## config.mk

```make
export PLATFORM = sky130hd
export DESIGN_NAME = cfg_frame_crc_loader
export DESIGN_NICKNAME = d
export VERILOG_FILES = /design/src/rtl/frame_crc_pkg.sv /design/src/rtl/crc16_word_accum.sv /design/src/rtl/frame_load_ctrl.sv /design/src/rtl/crc_check_store.sv /design/src/rtl/cfg_frame_crc_loader.sv
export SDC_FILE = /design/constraint.sdc
export NUM_CORES = 1
export LEC_CHECK = 0
export ABC_AREA = 1
export BUFFER_PORTS_ARGS = -buffer_cell sky130_fd_sc_hd__clkbuf_2
export CAP_MARGIN = 10
export CORE_MARGIN = 8
export CORE_UTILIZATION = 60
export DETAILED_ROUTE_END_ITERATION = 6
export GPL_TIMING_DRIVEN = 0
export PLACE_DENSITY = 0.79
export SLEW_MARGIN = 20
export SYNTH_ARGS = -nofsm -noshare
export SYNTH_HDL_FRONTEND = slang
export SYNTH_SLANG_ARGS = --single-unit
```

## constraint.sdc

```tcl
create_clock -name clk -period 3 [get_ports clk]
set_clock_uncertainty 0.05 [all_clocks]
set_input_delay 0.75 -clock clk [delete_from_list [all_inputs] [get_ports clk]]
set_output_delay 0.75 -clock clk [all_outputs]
set_load 0.01 [all_outputs]
```

## src/rtl/frame_crc_pkg.sv

```systemverilog
package frame_crc_pkg;
  localparam int DATA_W = 32;
  localparam int CRC_W  = 16;
  localparam logic [CRC_W-1:0] CRC_POLY = 16'h1021;
  localparam logic [CRC_W-1:0] CRC_INIT = 16'hFFFF;

  typedef enum logic [1:0] {
    ST_PAYLOAD  = 2'd0,
    ST_CHECK    = 2'd1,
    ST_FAULT    = 2'd2,
    ST_FINISHED = 2'd3
  } ld_state_e;

  // Whole-word CRC update: the bit loop unrolls into one XOR network.
  function automatic logic [CRC_W-1:0] crc_fold(input logic [CRC_W-1:0] c,
                                                input logic [DATA_W-1:0] d);
    logic [CRC_W-1:0] r;
    r = c;
    for (int i = DATA_W - 1; i >= 0; i--) begin
      if (r[CRC_W-1] ^ d[i]) r = {r[CRC_W-2:0], 1'b0} ^ CRC_POLY;
      else                   r = {r[CRC_W-2:0], 1'b0};
    end
    return r;
  endfunction
endpackage

```

## src/rtl/crc16_word_accum.sv

```systemverilog
module crc16_word_accum
  import frame_crc_pkg::*;
(
  input  logic              clk,
  input  logic              rst_n,
  input  logic              clear,
  input  logic              step,
  input  logic [DATA_W-1:0] data,
  output logic [CRC_W-1:0]  crc
);
  logic [CRC_W-1:0] crc_q, crc_d;
  logic             crc_en;

  always_comb begin
    crc_en = clear | step;
    if (clear) crc_d = CRC_INIT;
    else       crc_d = crc_fold(crc_q, data);
  end

  always_ff @(posedge clk or negedge rst_n) begin
    if (!rst_n)      crc_q <= CRC_INIT;
    else if (crc_en) crc_q <= crc_d;
  end

  assign crc = crc_q;
endmodule

```

## src/rtl/frame_load_ctrl.sv

```systemverilog
module frame_load_ctrl
  import frame_crc_pkg::*;
#(
  parameter int WORDS_PER_FRAME = 4,
  parameter int NUM_FRAMES      = 8,
  parameter int IDX_W           = 3,
  parameter int CNT_W           = 4
) (
  input  logic             clk,
  input  logic             rst_n,
  input  logic             in_valid,
  input  logic [CRC_W-1:0] chk_lo,
  input  logic [CRC_W-1:0] crc_cur,
  output logic             in_ready,
  output logic             crc_clear,
  output logic             crc_step,
  output logic             wr_en,
  output logic [IDX_W-1:0] wr_idx,
  output logic             crc_err,
  output logic [IDX_W-1:0] err_frame,
  output logic             done,
  output logic [CNT_W-1:0] frames_ok
);
  localparam int WCNT_W = $clog2(WORDS_PER_FRAME + 1);
  localparam logic [WCNT_W-1:0] LAST_WORD  = WCNT_W'(WORDS_PER_FRAME - 1);
  localparam logic [CNT_W-1:0]  LAST_FRAME = CNT_W'(NUM_FRAMES - 1);

  ld_state_e        state_q, state_d;
  logic [WCNT_W-1:0] wcnt_q, wcnt_d;
  logic [CNT_W-1:0]  cnt_q, cnt_d;
  logic              err_q, err_d;
  logic [IDX_W-1:0]  errf_q;
  logic              done_q, done_d;
  logic              accept, match, fault_set;

  assign in_ready = (state_q == ST_PAYLOAD) || (state_q == ST_CHECK);
  assign accept   = in_valid && in_ready;
  assign match    = (chk_lo == crc_cur);

  always_comb begin
    state_d   = state_q;
    wcnt_d    = wcnt_q;
    cnt_d     = cnt_q;
    err_d     = err_q;
    done_d    = 1'b0;
    crc_step  = 1'b0;
    crc_clear = 1'b0;
    wr_en     = 1'b0;
    fault_set = 1'b0;
    case (state_q)
      ST_PAYLOAD: begin
        if (accept) begin
          crc_step = 1'b1;
          if (wcnt_q == LAST_WORD) begin
            wcnt_d  = '0;
            state_d = ST_CHECK;
          end else begin
            wcnt_d = wcnt_q + 1'b1;
          end
        end
      end
      ST_CHECK: begin
        if (accept) begin
          crc_clear = 1'b1;
          if (match) begin
            wr_en = 1'b1;
            cnt_d = cnt_q + 1'b1;
            if (cnt_q == LAST_FRAME) begin
              state_d = ST_FINISHED;
              done_d  = 1'b1;
            end else begin
              state_d = ST_PAYLOAD;
            end
          end else begin
            err_d     = 1'b1;
            fault_set = 1'b1;
            state_d   = ST_FAULT;
          end
        end
      end
      default: ;
    endcase
  end

  always_ff @(posedge clk or negedge rst_n) begin
    if (!rst_n) begin
      state_q <= ST_PAYLOAD;
      wcnt_q  <= '0;
      cnt_q   <= '0;
      err_q   <= 1'b0;
      errf_q  <= '0;
      done_q  <= 1'b0;
    end else begin
      state_q <= state_d;
      wcnt_q  <= wcnt_d;
      cnt_q   <= cnt_d;
      err_q   <= err_d;
      done_q  <= done_d;
      if (fault_set) errf_q <= cnt_q[IDX_W-1:0];
    end
  end

  assign wr_idx    = cnt_q[IDX_W-1:0];
  assign crc_err   = err_q;
  assign err_frame = errf_q;
  assign done      = done_q;
  assign frames_ok = cnt_q;

  p_err_sticky_r5: assert property (@(posedge clk) disable iff (!rst_n)
    crc_err |=> crc_err);
  p_no_ready_fault_r5: assert property (@(posedge clk) disable iff (!rst_n)
    crc_err |-> !in_ready);
  p_errframe_hold_r5: assert property (@(posedge clk) disable iff (!rst_n)
    crc_err |=> $stable(err_frame));
  p_done_single_r6: assert property (@(posedge clk) disable iff (!rst_n)
    done |=> !done);
  p_done_count_r6: assert property (@(posedge clk) disable iff (!rst_n)
    done |-> (frames_ok == CNT_W'(NUM_FRAMES)));
  p_count_step_r4: assert property (@(posedge clk) disable iff (!rst_n)
    1'b1 |=> ((frames_ok == $past(frames_ok)) || (frames_ok == $past(frames_ok) + 1'b1)));
endmodule

```

## src/rtl/crc_check_store.sv

```systemverilog
module crc_check_store
  import frame_crc_pkg::*;
#(
  parameter int NUM_FRAMES = 8,
  parameter int IDX_W      = 3
) (
  input  logic             clk,
  input  logic             rst_n,
  input  logic             we,
  input  logic [IDX_W-1:0] waddr,
  input  logic [CRC_W-1:0] wdata,
  input  logic [IDX_W-1:0] raddr,
  output logic [CRC_W-1:0] rdata
);
  logic [CRC_W-1:0] entry_q [NUM_FRAMES];
  logic [CRC_W-1:0] rdata_q;

  for (genvar g = 0; g < NUM_FRAMES; g++) begin : g_entry
    logic sel;
    assign sel = we && (waddr == IDX_W'(g));
    always_ff @(posedge clk) begin
      if (sel) entry_q[g] <= wdata;
    end
  end

  always_ff @(posedge clk) begin
    rdata_q <= entry_q[raddr];
  end

  assign rdata = rdata_q;

  p_wr_in_range_r3: assert property (@(posedge clk) disable iff (!rst_n)
    we |-> (int'(waddr) < NUM_FRAMES));
endmodule

```

## src/rtl/cfg_frame_crc_loader.sv

```systemverilog
module cfg_frame_crc_loader
  import frame_crc_pkg::*;
#(
  parameter  int WORDS_PER_FRAME = 4,
  parameter  int NUM_FRAMES      = 8,
  localparam int IDX_W = (NUM_FRAMES > 1) ? $clog2(NUM_FRAMES) : 1,
  localparam int CNT_W = $clog2(NUM_FRAMES + 1)
) (
  input  logic              clk,
  input  logic              rst_n,
  input  logic              in_valid,
  input  logic [DATA_W-1:0] in_data,
  output logic              in_ready,
  input  logic [IDX_W-1:0]  rd_addr,
  output logic [CRC_W-1:0]  rd_data,
  output logic              crc_err,
  output logic [IDX_W-1:0]  err_frame,
  output logic              done,
  output logic [CNT_W-1:0]  frames_ok
);
  logic             rs_q1, rs_q2, rst_int_n;
  logic             crc_clear, crc_step, wr_en;
  logic [IDX_W-1:0] wr_idx;
  logic [CRC_W-1:0] crc_value;

  always_ff @(posedge clk or negedge rst_n) begin
    if (!rst_n) begin
      rs_q1 <= 1'b0;
      rs_q2 <= 1'b0;
    end else begin
      rs_q1 <= 1'b1;
      rs_q2 <= rs_q1;
    end
  end
  assign rst_int_n = rs_q2;

  crc16_word_accum u_crc (
    .clk   (clk),
    .rst_n (rst_int_n),
    .clear (crc_clear),
    .step  (crc_step),
    .data  (in_data),
    .crc   (crc_value)
  );

  frame_load_ctrl #(
    .WORDS_PER_FRAME (WORDS_PER_FRAME),
    .NUM_FRAMES      (NUM_FRAMES),
    .IDX_W           (IDX_W),
    .CNT_W           (CNT_W)
  ) u_ctrl (
    .clk       (clk),
    .rst_n     (rst_int_n),
    .in_valid  (in_valid),
    .chk_lo    (in_data[CRC_W-1:0]),
    .crc_cur   (crc_value),
    .in_ready  (in_ready),
    .crc_clear (crc_clear),
    .crc_step  (crc_step),
    .wr_en     (wr_en),
    .wr_idx    (wr_idx),
    .crc_err   (crc_err),
    .err_frame (err_frame),
    .done      (done),
    .frames_ok (frames_ok)
  );

  crc_check_store #(
    .NUM_FRAMES (NUM_FRAMES),
    .IDX_W      (IDX_W)
  ) u_store (
    .clk   (clk),
    .rst_n (rst_int_n),
    .we    (wr_en),
    .waddr (wr_idx),
    .wdata (crc_value),
    .raddr (rd_addr),
    .rdata (rd_data)
  );

  p_crc_idle_r7: assert property (@(posedge clk) disable iff (!rst_int_n)
    !(in_valid && in_ready) |=> $stable(crc_value));
  p_crc_restart_r9: assert property (@(posedge clk) disable iff (!rst_int_n)
    crc_clear |=> (crc_value == CRC_INIT));
endmodule

```

After elaboration in Yosys (flattened, before gate mapping)
Memories as Yosys holds them, arrays and structs flattened. A register that Yosys moved wholly into a read port is not among the register bits.
Index checks and enable logic that the tools add are counted.
W data, S select, Z words.
{ "totals": {"regBits": 32, "mem_bits_rw": 128, "inputBits": 38, "out_inout_bits": 26, "word_cells": 237, "mem_count": 1} }
{ "mem_list": {"columns": ["memory", "words", "word_bits", "read_ports", "rd_ports_with_merged_regs", "wr", "line", "source"], "rows": [
  ["u_store.entry_q", 8, 16, 1, 1, 1, "crc_check_store.sv:15", "logic [CRC_W-1:0] entry_q [NUM_FRAMES];"]
]} }
{ "op_classes": {"addsub": 2, "eq_ne": 14, "n_mux": 121, "n_bitwise": 66, "reduce_logical": 24} }
{ "op_table": {"columns": ["cell", "n"], "rows": [
  ["$mux W16", 39],
  ["$mux W13", 32],
  ["$reduce_or A16 Y1", 7],
  ["$not A3 Y3", 32],
  ["$mux W1", 36],
  ["$xor A1 B1 Y1", 32],
  ["$mux W3", 8],
  ["$eq A16 B16 Y1", 1],
  ["$eq A3 B3 Y1 const B", 4],
  ["$mux W2", 5],
  ["$eq A3 B2 Y1 const B", 3],
  ["$logic_and A1 B1 Y1", 9],
  ["$reduce_and A3 Y1", 2],
  ["$add A4 B1 Y4 const B", 1],
  ["$eq A4 B3 Y1 const B", 1],
  ["$ne A2 B1 Y1 const B", 2],
  ["$pmux W2 S2", 1],
  ["$reduce_and A4 Y1", 1],
  ["$add A3 B1 Y3 const B", 1],
  ["$eq A3 B1 Y1 const B", 1],
  ["$logic_not A3 Y1", 1],
  ["$eq A2 B1 Y1 const B", 1],
  ["$logic_not A2 Y1", 1],
  ["$ne A2 B2 Y1 const B", 1],
  ["5 further kinds", 5]
]} }

Logic depth before layout (Yosys ltp)
{ "depth": {"word_depth": 99, "ltp_mapped": 21, "ltp_nobuf": 21} }

Modules after synthesis
From an unflattened synthesis, not the netlist that was laid out.
{ "hier_totals": {"cells_unflattened": 1151, "hier_area_um2": 9771.9} }
{ "modules_own_cells": {"columns": ["mod", "n_inst", "cells_each", "area_each_um2", "seq_area_each_um2"], "rows": [
  ["crc_check_store", 1, 587, 5989.5, 4164.0],
  ["crc16_word_accum", 1, 375, 2571.2, 420.4],
  ["frame_load_ctrl", 1, 186, 1157.4, 350.3],
  ["cfg_frame_crc_loader", 1, 3, 53.8, 50.0]
]} }

Worst setup path before layout
No wires, ideal clock.
{ "synth_path": {"kind": "input port to flip-flop", "from": "input in_data[2]", "to": "memory u_store.entry_q[4][0] (enable)", "setup_ns": 0.389, "t_arrival_ns": 2.443, "required_time_ns": 2.561, "setup_slack_ns": 0.119, "cell_stages": 8, "path_buffers": 0, "cell_sequence": "inv_1 -> or2_2 -> nand3_1 -> nor4_1 -> nand2_1 -> nor2_1 -> nand2_1 -> nor2_1"} }
{ "synth_between": {"elab_cells_between_ends": 49, "cone_classes": "1 x eq/ne; 33 x mux; 15 x reduce/logical"} }
{ "synth_lines": {"columns": ["item", "line", "source"], "rows": [
  ["start, declared", "cfg_frame_crc_loader.sv:12", "input logic [DATA_W-1:0] in_data,"],
  ["$eq A16 B16 Y1 (*)", "frame_load_ctrl.sv:38", "assign match = (chk_lo == crc_cur);"],
  ["$mux W1 (*)", "frame_load_ctrl.sv:65", "if (match) begin"],
  ["$mux W1 (*)", "frame_load_ctrl.sv:63", "if (accept) begin"],
  ["$mux W1 (*)", "frame_load_ctrl.sv:50", "case (state_q)"],
  ["$logic_and A1 B1 Y1 (*)", "crc_check_store.sv:20", "assign sel = we && (waddr == IDX_W'(g));"],
  ["net u_store.g_entry[4].sel", "crc_check_store.sv:19", "logic sel;"],
  ["$mux W1 (*)", "crc_check_store.sv:22", "if (sel) entry_q[g] <= wdata;"],
  ["$mux W1 (not written as such) (*)", "crc_check_store.sv:22", null],
  ["$reduce_or A16 Y1 (no line)", null, null],
  ["$mux W3 (no line) / $mux W1 (equally long branches) (4 in a row)", null, null],
  ["end, declared", "crc_check_store.sv:15", null]
]} }
The timed path passes the listed nets; every way through them passes the cells marked *.

Final worst setup path
{ "layout_path": {"from": "register u_crc.crc_q[10] (netlist: u_crc.crc[10])", "to": "memory u_store.entry_q[3][12] (enable)"} }
{ "layout_between": {"elab_cells_between_ends": 49, "cone_classes": "1 x eq/ne; 33 x mux; 15 x reduce/logical"} }
{ "layout_lines": {"columns": ["item", "line", "source"], "rows": [
  ["start, declared", "crc16_word_accum.sv:11", "logic [CRC_W-1:0] crc_q, crc_d;"],
  ["start signal, assigned", "crc16_word_accum.sv:22", "else if (crc_en) crc_q <= crc_d;"],
  ["$eq A16 B16 Y1 (*)", "frame_load_ctrl.sv:38", null],
  ["$mux W1 (*)", "frame_load_ctrl.sv:65", null],
  ["$mux W1 (*)", "frame_load_ctrl.sv:63", null],
  ["$mux W1 (*)", "frame_load_ctrl.sv:50", null],
  ["$logic_and A1 B1 Y1 (*)", "crc_check_store.sv:20", null],
  ["net u_store.g_entry[3].sel", "crc_check_store.sv:19", null],
  ["$mux W1 (*)", "crc_check_store.sv:22", null],
  ["$mux W1 (not written as such) (*)", "crc_check_store.sv:22", null],
  ["$reduce_or A16 Y1 (no line)", null, null],
  ["$mux W3 (no line) / $mux W1 (equally long branches) (5 in a row)", null, null]
]} }
Marked as above.

==> metrics.csv <==
stage;metric;value;unit
worst_setup_path;slowest stage delay, CP;720;ps
global_route;GRT busiest layer;met2;
final_layout;fin area;10000;sq um
worst_setup_path;CP endpoint kind;register;
global_route;met1 Use GR;0.278;
route;Initial DRT Pass Iterations;5;
final_layout;FILL cells;1064;
route;DRC;0;
cts;Skew-Pair Late Insertion Delay;430;ps
yosys;top post-synthesis cells by count;nand2_1, nor2_1, edfxtp_1;
cts;Post-CTS Hold Buffers;0;
final_layout;Area Growth Syn to Fin;15.3;%
sta;Max Fclk;0.349;GHz
power_and_ir_drop;maximum vdd drop;0.377;mV
flow_run;max-cap viol count;0;
cts;Clk pin slew, worst setup/hold paths;60;ps
worst_setup_path;Crit Path Max Fanout;13;
global_route;grt ovf;0;
place;RD Place Congestion;0.912;
place;DP Area;9360;sq um
worst_setup_path;WP data required;3080;ps
global_route;All-Layer GR Usage;0.238;
final_layout;Nets;1056;
sta;final setup TNS;0;ps
cts;number of buffers created by CTS;17;
die;# rows;44;
run_status;status;complete, no violations;
sta;RSZ-0062 raised after global routing;false;
yosys;Post-synth EDFFs;128;
final_layout;n_diodes;0;
worst_setup_path;CP arrival;2940;ps
cts;clock sinks;176;
sta;hold_ws;50.2;ps
yosys;Post-Syn Nets;957;
sta;period utilisation layout;0.955;
global_route;GR Util met2;0.407;
worst_setup_path;crit path launch type;register;
yosys;Syn Area/Cell;9.54;sq um
die;Die Height;136;um
final_layout;share of cells above drive strength 1;0.212;
worst_setup_path;WS Path Type;reg -> reg;
sta;measured slew at the worst slew-check pin;647;ps
hold_path;Min-Delay Path Class;in -> async;
power_and_ir_drop;Power Density;547;nW/um^2
worst_setup_path;r2r worst-path depth;9;
yosys;mapped cell area;8700;sq um
yosys;post-synthesis sequential area ratio;0.573;
sta;max_slew headroom;0.569;
sta;Tmin final;2870;ps
yosys;main flop type after synthesis;edfxtp_1;
power_and_ir_drop;Tot Pwr;5480;uW
global_route;first-pass GRT wire length;33100;um
cts;clock buffer depth;2;
place;hpwl dp;14900;um
cts;htree depth;4;
sta;Final Hold Viols;0;
yosys;asr flop ratio synth;0.182;
cts;Root Buffer;clkbuf_16;
die;CORE AREA;14400;sq um
route;total wire length;21600;um
route;DR WL/cell;17.9;um
yosys;leading area contributor after synthesis;edfxtp_1;
sta;Final Max Slew Viols;0;
sta;count of final setup violators;0;
yosys;unique cell type count in the Yosys netlist;41;
worst_setup_path;worst-path cell chain;inv_1 -> nand2_1 -> nand4_1 -> nor4_1 -> nand2_1 -> nor2_4 -> inv_1 -> nor2_2 -> buf_6;
final_layout;Final Util;0.698;
route;DR vias;6887;
route;initial DRC count;554;
die;Die ar.;18600;sq um
die;Starting Density;0.605;
global_route;largest net degree at the start of global routing;31;
cts;CTS tree;done;
yosys;main area contributors after synthesis;edfxtp_1, nand2_1, nor2_1;
power_and_ir_drop;Static Leak;0.00437;uW
yosys;number of synthesized register bits;176;
yosys;Synth Instances;912;
global_route;initial antenna violation count;0;
worst_setup_path;crit path max-delay cell type;dfstp_4;
die;Die Wd;136;um
global_route;met3 usage;0.0484;
yosys;Synth top area share;0.442;
yosys;most common cell in the synthesized netlist;nand2_1;
route;vias per cell;5.70;
global_route;vias in the first global route;6497;
die;# IOs;64;
yosys;Ys Warns;0;
place;port bufs;63;
route;Final ANT Viol Nets;0;
state kept, by name, summed over array words and instances, names as in the netlist:
| name | flops |
|---|---|
| u_ctrl.wcnt_q | 3 |
| rs_q1 | 1 |
| u_store.rdata | 16 |
| rs_q2 | 1 |
| u_crc.crc | 16 |
| u_ctrl.crc_err | 1 |
| u_ctrl.frames_ok | 4 |
| u_store.entry_q | 128 |
| u_ctrl.done | 1 |
| u_ctrl.err_frame | 3 |
| u_ctrl.state_q | 2 |
per-layer routing:
layer / wire [um] / up-vias
li1: - / 3233
met3: 1730 / 77
met5: 0 / -
met2: 10900 / 329
met1: 8080 / 3248
met4: 910 / 0
cell usage in the layout, fill, tap and decap left out, types with 10 or more instances in the layout:
cell type,count
a31oi_1,16
clkbuf_1,22
clkbuf_16,17
clkbuf_2,63
dfrtp_1,15
dfstp_2,13
dfxtp_1,16
edfxtp_1,128
inv_1,85
nand2_1,173
nand2_2,36
nand2_4,17
nand3_1,59
nand3_2,10
nor2_1,125
o21ai_0,72
o22ai_1,21
xnor2_1,14
xor2_1,24
cell families (layout without fill, tap and decap cells):
kind of cell | Yosys count | count (layout) | share of synthesized area
compound gates | 122 | 122 | 0.0770
xor+xnor | 42 | 42 | 0.0457
fa+ha+maj | 7 | 7 | 0.0101
buf+inv | 117 | 229 | 0.0519
flops | 176 | 176 | 0.573
other cells | 1 | 1 | 0.000431
simple gates | 447 | 447 | 0.242
area by class of cell:
type / instances / area, sq um / share of cell area
timing repair buffer: 80 / 497 / 0.0495
sequential: 176 / 5000 / 0.498
inverter: 93 / 352 / 0.0351
buffer: 24 / 100 / 0.00998
tap: 184 / 230 / 0.0230
clock buffer: 18 / 429 / 0.0428
multi-input combinational: 619 / 3330 / 0.332
clock inverter: 14 / 95.1 / 0.00948
timing repair:
item	in CTS	in global routing
pin swaps	1	3
setup buffers	1	9
gates resized for setup	5	8
endpoints found under the setup margin	100	86
worst paths after layout:
check	startpoint	end	slack (ps)
setup / recovery	u_crc.crc[10]	u_store.entry_q[3][12]	130
hold / removal	rst_n	rs_q1	50
setup reg to reg	u_crc.crc[10]	u_store.entry_q[3][12]	130
hold reg to reg	rs_q2	u_ctrl.err_frame[1]	250
max in group asynchronous	rs_q2	u_ctrl.err_frame[2]	2240
min in group clk	rs_q1	rs_q2	300
power by group:
| part | internal, uW | switching, uW |
|---|---|---|
| logic | 304 | 604 |
| registers | 2600 | 12.0 |
| clock network | 1050 | 909 |
| total | 3960 | 1520 |
worst max-delay path, delay by kind of cell, from the launching register on:
family	cells	cell delay (ps)
buffers and inverters	3	480
and+or+nand+nor	6	1300
DFF	1	720
through the flow:
stage,cells,setup slack [ps]
2_1_floorplan,912,119
3_3_place_gp,1159,-928
5_1_grt,1208,24.9
3_5_place_dp,1166,-426
4_1_cts,1199,-12.1
6_report,1208,135
Power figures use the tool's default switching activity.
